`config.mk`:
```
export PLATFORM = sky130hd
export DESIGN_NAME = rd_txn_seq
export DESIGN_NICKNAME = d
export VERILOG_FILES = /design/src/rtl/rts_pkg.sv /design/src/rtl/rts_row_table.sv /design/src/rtl/rts_bank_timers.sv /design/src/rtl/rts_data_window.sv /design/src/rtl/rd_txn_seq.sv
export SDC_FILE = /design/constraint.sdc
export NUM_CORES = 1
export LEC_CHECK = 0
export ABC_CLOCK_PERIOD_IN_PS = 3400
export BUFFER_PORTS_ARGS = -buffer_cell sky130_fd_sc_hd__buf_2
export CAP_MARGIN = 25
export CORE_AREA = 5 5 163 165
export DETAILED_ROUTE_END_ITERATION = 10
export DIE_AREA = 0 0 168 170
export PLACE_DENSITY = 0.81
export SLEW_MARGIN = 15
export SYNTH_ARGS = -nofsm -noshare
export SYNTH_HDL_FRONTEND = slang
export SYNTH_HIERARCHICAL = 1
export SYNTH_SLANG_ARGS = --single-unit
```
`constraint.sdc`:
```
create_clock -name clk -period 3.4 [get_ports clk]
set_input_delay 0.17 -clock clk [delete_from_list [all_inputs] [get_ports clk]]
set_output_delay 0.17 -clock clk [all_outputs]
set_load 0.02 [all_outputs]
```
`src/rtl/rts_pkg.sv`:
```
package rts_pkg;
    typedef enum logic [1:0] {
        OP_NOP = 2'd0,
        OP_ACT = 2'd1,
        OP_PRE = 2'd2,
        OP_RD  = 2'd3
    } rts_op_e;

    typedef enum logic [1:0] {
        CL_HIT   = 2'd0,
        CL_MISS  = 2'd1,
        CL_EMPTY = 2'd2
    } rts_class_e;

    typedef enum logic [2:0] {
        ST_IDLE  = 3'd0,
        ST_PRE   = 3'd1,
        ST_ACT   = 3'd2,
        ST_RD    = 3'd3,
        ST_CLOSE = 3'd4
    } rts_state_e;
endpackage

```
`src/rtl/rts_row_table.sv`:
```
module rts_row_table
    import rts_pkg::*;
#(
    parameter int NB    = 8,
    parameter int ROW_W = 12,
    localparam int BW   = $clog2(NB)
) (
    input  logic             clk,
    input  logic             rst_n,
    input  rts_op_e          upd_op,
    input  logic [BW-1:0]    upd_bank,
    input  logic [ROW_W-1:0] upd_row,
    input  logic [BW-1:0]    look_bank,
    input  logic [ROW_W-1:0] look_row,
    output rts_class_e       look_class
);
    logic [NB-1:0]    open_d, open_q;
    logic [ROW_W-1:0] row_d [NB];
    logic [ROW_W-1:0] row_q [NB];

    always_comb begin
        open_d = open_q;
        for (int b = 0; b < NB; b++) begin
            row_d[b] = row_q[b];
        end
        if (upd_op == OP_ACT) begin
            open_d[upd_bank] = 1'b1;
            row_d[upd_bank]  = upd_row;
        end else if (upd_op == OP_PRE) begin
            open_d[upd_bank] = 1'b0;
        end
        if (!open_q[look_bank]) begin
            look_class = CL_EMPTY;
        end else if (row_q[look_bank] == look_row) begin
            look_class = CL_HIT;
        end else begin
            look_class = CL_MISS;
        end
    end

    always_ff @(posedge clk) begin
        if (!rst_n) begin
            open_q <= '0;
            for (int b = 0; b < NB; b++) begin
                row_q[b] <= '0;
            end
        end else begin
            open_q <= open_d;
            for (int b = 0; b < NB; b++) begin
                row_q[b] <= row_d[b];
            end
        end
    end
endmodule

```
`src/rtl/rts_bank_timers.sv`:
```
module rts_bank_timers
    import rts_pkg::*;
#(
    parameter int NB = 8,
    parameter int TW = 4,
    localparam int BW = $clog2(NB)
) (
    input  logic          clk,
    input  logic          rst_n,
    input  rts_op_e       iss_op,
    input  logic [BW-1:0] iss_bank,
    input  logic [TW-1:0] cfg_t_rp,
    input  logic [TW-1:0] cfg_t_ras,
    input  logic [TW-1:0] cfg_t_rdp,
    output logic [NB-1:0] pre_ok,
    output logic [NB-1:0] act_ok
);
    for (genvar b = 0; b < NB; b++) begin : g_bank
        logic [TW-1:0] ras_d, ras_q, rdp_d, rdp_q, rp_d, rp_q;
        logic          hit;

        always_comb begin
            hit   = (iss_bank == BW'(b));
            ras_d = (ras_q != '0) ? ras_q - 1'b1 : '0;
            rdp_d = (rdp_q != '0) ? rdp_q - 1'b1 : '0;
            rp_d  = (rp_q  != '0) ? rp_q  - 1'b1 : '0;
            if (hit) begin
                case (iss_op)
                    OP_ACT:  ras_d = cfg_t_ras;
                    OP_RD:   rdp_d = cfg_t_rdp;
                    OP_PRE:  rp_d  = cfg_t_rp;
                    default: ;
                endcase
            end
        end

        always_ff @(posedge clk) begin
            if (!rst_n) begin
                ras_q <= '0;
                rdp_q <= '0;
                rp_q  <= '0;
            end else begin
                ras_q <= ras_d;
                rdp_q <= rdp_d;
                rp_q  <= rp_d;
            end
        end

        assign pre_ok[b] = (ras_q <= TW'(1)) && (rdp_q <= TW'(1));
        assign act_ok[b] = (rp_q <= TW'(1));
    end
endmodule

```
`src/rtl/rts_data_window.sv`:
```
module rts_data_window #(
    parameter int TW   = 4,
    localparam int WIN = 2 * (1 << TW)
) (
    input  logic          clk,
    input  logic          rst_n,
    input  logic          rd_issue,
    input  logic [TW-1:0] cfg_t_cac,
    input  logic [TW-1:0] cfg_t_cc,
    output logic          data_valid
);
    logic [WIN-1:0] win_d, win_q, mask;
    int unsigned    lo, hi;

    always_comb begin
        lo = int'(cfg_t_cac);
        hi = lo + ((cfg_t_cc == '0) ? 1 : int'(cfg_t_cc));
        for (int k = 0; k < WIN; k++) begin
            mask[k] = (k >= lo) && (k < hi);
        end
        win_d = win_q >> 1;
        if (rd_issue) begin
            win_d = win_d | mask;
        end
    end

    always_ff @(posedge clk) begin
        if (!rst_n) begin
            win_q <= '0;
        end else begin
            win_q <= win_d;
        end
    end

    assign data_valid = win_q[0];
endmodule

```
`src/rtl/rd_txn_seq.sv`:
```
module rd_txn_seq
    import rts_pkg::*;
#(
    parameter int NB    = 8,
    parameter int ROW_W = 12,
    parameter int COL_W = 7,
    parameter int CNT_W = 4,
    parameter int TW    = 4,
    localparam int BW   = $clog2(NB)
) (
    input  logic             clk,
    input  logic             rst_n,
    input  logic             req_valid,
    output logic             req_ready,
    input  logic [BW-1:0]    req_bank,
    input  logic [ROW_W-1:0] req_row,
    input  logic [COL_W-1:0] req_col,
    input  logic [CNT_W-1:0] req_count,
    input  logic [TW-1:0]    cfg_t_rp,
    input  logic [TW-1:0]    cfg_t_rcd,
    input  logic [TW-1:0]    cfg_t_cc,
    input  logic [TW-1:0]    cfg_t_cac,
    input  logic [TW-1:0]    cfg_t_ras,
    input  logic [TW-1:0]    cfg_t_rdp,
    input  logic             cfg_close_page,
    output logic [1:0]       cmd_op,
    output logic [BW-1:0]    cmd_bank,
    output logic [ROW_W-1:0] cmd_row,
    output logic [COL_W-1:0] cmd_col,
    output logic             rdata_valid
);
    typedef struct packed {
        rts_state_e       st;
        logic [BW-1:0]    bank;
        logic [ROW_W-1:0] row;
        logic [COL_W-1:0] col;
        logic [CNT_W-1:0] left;
        logic [TW-1:0]    rcd;
        logic [TW-1:0]    tcc;
        rts_op_e          op;
        logic [BW-1:0]    o_bank;
        logic [ROW_W-1:0] o_row;
        logic [COL_W-1:0] o_col;
    } seq_s;

    seq_s          s_d, s_q;
    rts_class_e    cls;
    logic [NB-1:0] pre_ok, act_ok;

    rts_row_table #(.NB(NB), .ROW_W(ROW_W)) u_table (
        .clk       (clk),
        .rst_n     (rst_n),
        .upd_op    (s_d.op),
        .upd_bank  (s_d.o_bank),
        .upd_row   (s_d.o_row),
        .look_bank (req_bank),
        .look_row  (req_row),
        .look_class(cls)
    );

    rts_bank_timers #(.NB(NB), .TW(TW)) u_timers (
        .clk      (clk),
        .rst_n    (rst_n),
        .iss_op   (s_d.op),
        .iss_bank (s_d.o_bank),
        .cfg_t_rp (cfg_t_rp),
        .cfg_t_ras(cfg_t_ras),
        .cfg_t_rdp(cfg_t_rdp),
        .pre_ok   (pre_ok),
        .act_ok   (act_ok)
    );

    rts_data_window #(.TW(TW)) u_window (
        .clk       (clk),
        .rst_n     (rst_n),
        .rd_issue  (s_d.op == OP_RD),
        .cfg_t_cac (cfg_t_cac),
        .cfg_t_cc  (cfg_t_cc),
        .data_valid(rdata_valid)
    );

    always_comb begin
        s_d        = s_q;
        s_d.op     = OP_NOP;
        s_d.o_bank = '0;
        s_d.o_row  = '0;
        s_d.o_col  = '0;
        s_d.rcd    = (s_q.rcd != '0) ? s_q.rcd - 1'b1 : '0;
        s_d.tcc    = (s_q.tcc != '0) ? s_q.tcc - 1'b1 : '0;
        case (s_q.st)
            ST_IDLE: begin
                if (req_valid) begin
                    s_d.bank = req_bank;
                    s_d.row  = req_row;
                    s_d.col  = req_col;
                    s_d.left = (req_count == '0) ? CNT_W'(1) : req_count;
                    case (cls)
                        CL_HIT:  s_d.st = ST_RD;
                        CL_MISS: s_d.st = ST_PRE;
                        default: s_d.st = ST_ACT;
                    endcase
                end
            end
            ST_PRE: begin
                if (pre_ok[s_q.bank]) begin
                    s_d.op     = OP_PRE;
                    s_d.o_bank = s_q.bank;
                    s_d.st     = ST_ACT;
                end
            end
            ST_ACT: begin
                if (act_ok[s_q.bank]) begin
                    s_d.op     = OP_ACT;
                    s_d.o_bank = s_q.bank;
                    s_d.o_row  = s_q.row;
                    s_d.rcd    = cfg_t_rcd;
                    s_d.st     = ST_RD;
                end
            end
            ST_RD: begin
                if (s_q.rcd <= TW'(1) && s_q.tcc <= TW'(1)) begin
                    s_d.op     = OP_RD;
                    s_d.o_bank = s_q.bank;
                    s_d.o_col  = s_q.col;
                    s_d.tcc    = cfg_t_cc;
                    s_d.col    = s_q.col + 1'b1;
                    s_d.left   = s_q.left - 1'b1;
                    if (s_q.left == CNT_W'(1)) begin
                        s_d.st = cfg_close_page ? ST_CLOSE : ST_IDLE;
                    end
                end
            end
            ST_CLOSE: begin
                if (pre_ok[s_q.bank]) begin
                    s_d.op     = OP_PRE;
                    s_d.o_bank = s_q.bank;
                    s_d.st     = ST_IDLE;
                end
            end
            default: s_d.st = ST_IDLE;
        endcase
    end

    always_ff @(posedge clk) begin
        if (!rst_n) begin
            s_q    <= '0;
            s_q.st <= ST_IDLE;
            s_q.op <= OP_NOP;
        end else begin
            s_q <= s_d;
        end
    end

    assign req_ready = (s_q.st == ST_IDLE);
    assign cmd_op    = s_q.op;
    assign cmd_bank  = s_q.o_bank;
    assign cmd_row   = s_q.o_row;
    assign cmd_col   = s_q.o_col;
endmodule

```
==> reports/results.txt <==
Total GRT Usage = 0.264
Final WS setup = 80.6 ps
Worst setup path end = u_timers/g_bank[5].rp_q[2]$_SDFF_PN0_
Ratio of cells with drive above 1 in the final layout = 0.160
Overall die width = 168 microns
Initial Util = 0.592
Clk pwr share = 0.389
Crit start category = flop
Synthesized net count = 1755
CP endpoint kind = flop
Crit path required time = 3850 ps
Worst Path Arrival = 3770 ps
Die Ht = 170 microns
Max Cap Viol = 0
CTS tree = yes
Post-DP HPWL = 24.7 mm
Asr flop ratio synth = 0
Final worst path period share = 0.976
Post-Route WL = 39.8 mm
Final hold vios = 0
Slew Viols, Final = 0
Clock sinks = 292
Reg2reg end = u_timers/g_bank[5].rp_q[2]$_SDFF_PN0_
I/O pin total = 80
Post-Route Utilization = 0.665
Hold Crit Depth = 3
DR vias = 13158
Worst Skew = 16.3 ps
Setup WS pre-CTS = 48.3 ps
Input/output buffers = 79
Worst Setup SP = u_timers/g_bank[3].rdp_q[1]$_SDFF_PN0_
Avg Cell Area, Syn = 8.71 sq um
First-pass GRT wire length = 63.5 mm
DRT antenna net count = 0
Status = finished, final reports clean
Critical path peak fanout = 11
Initial antenna violation count = 1
Worst VDD drop = 397 uV
Worst-path clk slew = 60 ps
Post-Syn Area = 14700 sq um
Inserted Clock Buffers = 31
Reg2Reg Setup Slack = 80 ps
Num rows = 58
Post-synthesis register bit count = 292
Most used DFF post-synth = dfxtp_1
Total gr overflow = 0
H-tree lvl count = 1
Fillers = 1929
Area grow syn2layout = 12.4%
Combinational fraction of design power = 0.199
Root Buffer = clkbuf_16
Switch share = 0.304
NumNets Final = 1784
R2R cell count = 11
Post-synth EDFFs = 0
Gpl congestion = 0.871
Skew-Pair Late Insertion Delay = 570 ps
Crit path kind = reg2reg
Reg2reg start = u_timers/g_bank[3].rdp_q[1]$_SDFF_PN0_
Internal power = 6.25 mW
Register area = 5850 sq um
Post-Synthesis Cells = 1692
Worst min path class = in2reg
Vias in the first global route = 12443
Setup TNS Final = 0 ps
Die area = 28600 sq um
Synth warn = 6
Power per cell area = 542 nW/um^2
Fmax = 301 MHz
Vias per cell = 6.34
Routed len/inst = 19.2 microns
Core footprint = 24900 sq um
Worst Tran Pin Value = 748 ps
Post-synthesis cell type count = 86
DRC Markers = 0
Period minus WS final = 3320 ps
Initial DRC Count = 1710
Sequential share of power = 0.412
Final Power = 8.98 mW
Seq/Total Area, Yosys = 0.397
Largest net degree at the start of global routing = 158
Max_slew headroom = 0.502
Final setup vio count = 0
WHS = 28.8 ps
Multi-input logic area = 7940 sq um
Pleak = 5.95 nW
Drt first pass iters = 7
Maximum clock path buffer count = 3
Switch Pwr = 2.73 mW
area by class of cell:
class,count,share of cell area
inverters,24,0.00544
clock buffers,42,0.0536
diodes,1,0.000151
flip-flops and latches,292,0.353
clock inverters,16,0.0110
repair buffers,169,0.0724
well taps,330,0.0249
multi-input cells,1203,0.480
cells in the mapped netlist (7+ instances only):
cell / n / share of area
clkbuf_1: 86 / 0.022
a21boi_0: 145 / 0.074
o31a_1: 16 / 0.0095
and2_1: 16 / 0.0068
ha_1: 8 / 0.0068
nor3_1: 33 / 0.011
inv_1: 23 / 0.0059
dfxtp_1: 292 / 0.40
xnor2_1: 17 / 0.010
a211o_1: 17 / 0.010
nand3b_1: 12 / 0.0061
and3_1: 22 / 0.0093
or2_2: 13 / 0.0055
nor2_1: 65 / 0.017
o211ai_1: 24 / 0.012
buf_6: 9 / 0.0069
a21oi_1: 56 / 0.019
mux2_2: 7 / 0.0053
buf_4: 40 / 0.020
o311a_1: 42 / 0.029
nor4b_1: 12 / 0.0071
nand2_1: 295 / 0.075
nand2b_1: 10 / 0.0042
o21ai_0: 62 / 0.021
a21boi_1: 7 / 0.0036
or3_1: 10 / 0.0042
buf_2: 24 / 0.0082
nor2b_1: 19 / 0.0081
a31oi_1: 15 / 0.0064
o221ai_1: 26 / 0.015
a221o_1: 12 / 0.0082
mux4_2: 16 / 0.024
mux2i_1: 30 / 0.020
or4b_2: 12 / 0.0082
buf_1: 8 / 0.0020
nand3_1: 76 / 0.026
cell usage in the layout (no fill, tap or decap), types with 15 or more instances in the layout:
cell,synthesis,layout
nand2_1,295,295
dfxtp_1,292,292
a21boi_0,145,145
buf_2,24,78
nand3_1,76,75
nor2_1,65,63
o21ai_0,62,62
a21oi_1,56,56
buf_4,40,53
o311a_1,42,42
dlygate4sd3_1,0,34
clkbuf_16,0,31
mux2i_1,30,30
nor3_1,33,27
o221ai_1,26,26
o211ai_1,24,24
inv_1,23,23
and3_1,22,22
xnor2_1,17,17
a211o_1,17,17
mux4_2,16,16
nor2b_1,19,16
and2_1,16,16
o31a_1,16,16
a31oi_1,15,15
repair_timing:
item                                    in CTS  in global routing
setup buffers                                0                  4
hold buffers                                34                  0
endpoints found under the hold margin       71                  0
endpoints found under the setup margin       2                166
resized for setup                            1                 16
power groups by stage:
stage               registers [mW]  clock network (mW)  logic [mW]
global route                  3.72                3.70        1.92
global placement              3.76                   0        1.65
detailed placement            3.77                   0        1.68
floorplan                     3.72                   0        1.26
finish                        3.70                3.49        1.79
CTS                           3.70                3.53        1.72
per-stage QoR:
stage                     instances  area [sq um]
after global placement         1980         15000
after floorplan                1692         14700
after detailed placement       1980         15000
after CTS                      2072         16500
after global routing           2077         16600
final                          2077         16600
state kept, by name (all words and copies together), names as in the netlist, named ones only:
| name | cells |
|---|---|
| cmd_op | 2 |
| s_q | 37 |
| u_timers/g_bank.ras_q | 32 |
| cmd_bank | 3 |
| u_timers/g_bank.rdp_q | 32 |
| u_timers/g_bank.rp_q | 32 |
| cmd_row | 12 |
| u_window/win_q | 31 |
| cmd_col | 7 |
| u_table/row_q | 96 |
worst min-delay path by stage:
| stage | start | slack [ps] | endpoint |
|---|---|---|---|
| final | cfg_t_ras[1] | 30 | u_timers/g_bank[2].ras_q[1]$_SDFF_PN0_ |
| after global routing | req_col[5] | 20 | s_q[41]$_SDFFE_PN0P_ |
| after CTS | cfg_t_ras[1] | 10 | u_timers/g_bank[2].ras_q[1]$_SDFF_PN0_ |
| after detailed placement | u_window/win_q[25]$_SDFF_PN0_ | 410 | u_window/win_q[24]$_SDFF_PN0_ |
| after global placement | u_window/win_q[8]$_SDFF_PN0_ | 410 | u_window/win_q[7]$_SDFF_PN0_ |
| after floorplan | cfg_t_rcd[0] | 300 | s_q[28]$_SDFF_PN0_ |
cells by family (layout without fill, tap and decap cells):
family	Yosys count	after routing	synth area share
compound gates	482	482	0.243
xor+xnor	22	22	0.0136
fa+ha+maj	9	9	0.00815
buf+inv	197	251	0.0697
flops	292	292	0.397
mux	56	56	0.0555
other cells	0	1	0
simple gates	634	634	0.213
critical path: stages, from the launching register on:
cell and delay [ps]:
dfxtp_1 350, or3_1 440, nor2b_1 230, mux2i_1 110, nand3_1 100, nand4_1 260
o211a_2 390, nor2_2 240, buf_4 260, and3b_1 300, a221o_1 390, o311a_1 130
per-layer routing:
layer,global-route usage,wire length (microns)
met5,0,0
met2,0.436,18600
met1,0.364,17100
met4,0.0702,784
met3,0.0386,3290
Note: power is estimated with default switching activity, not from simulation.
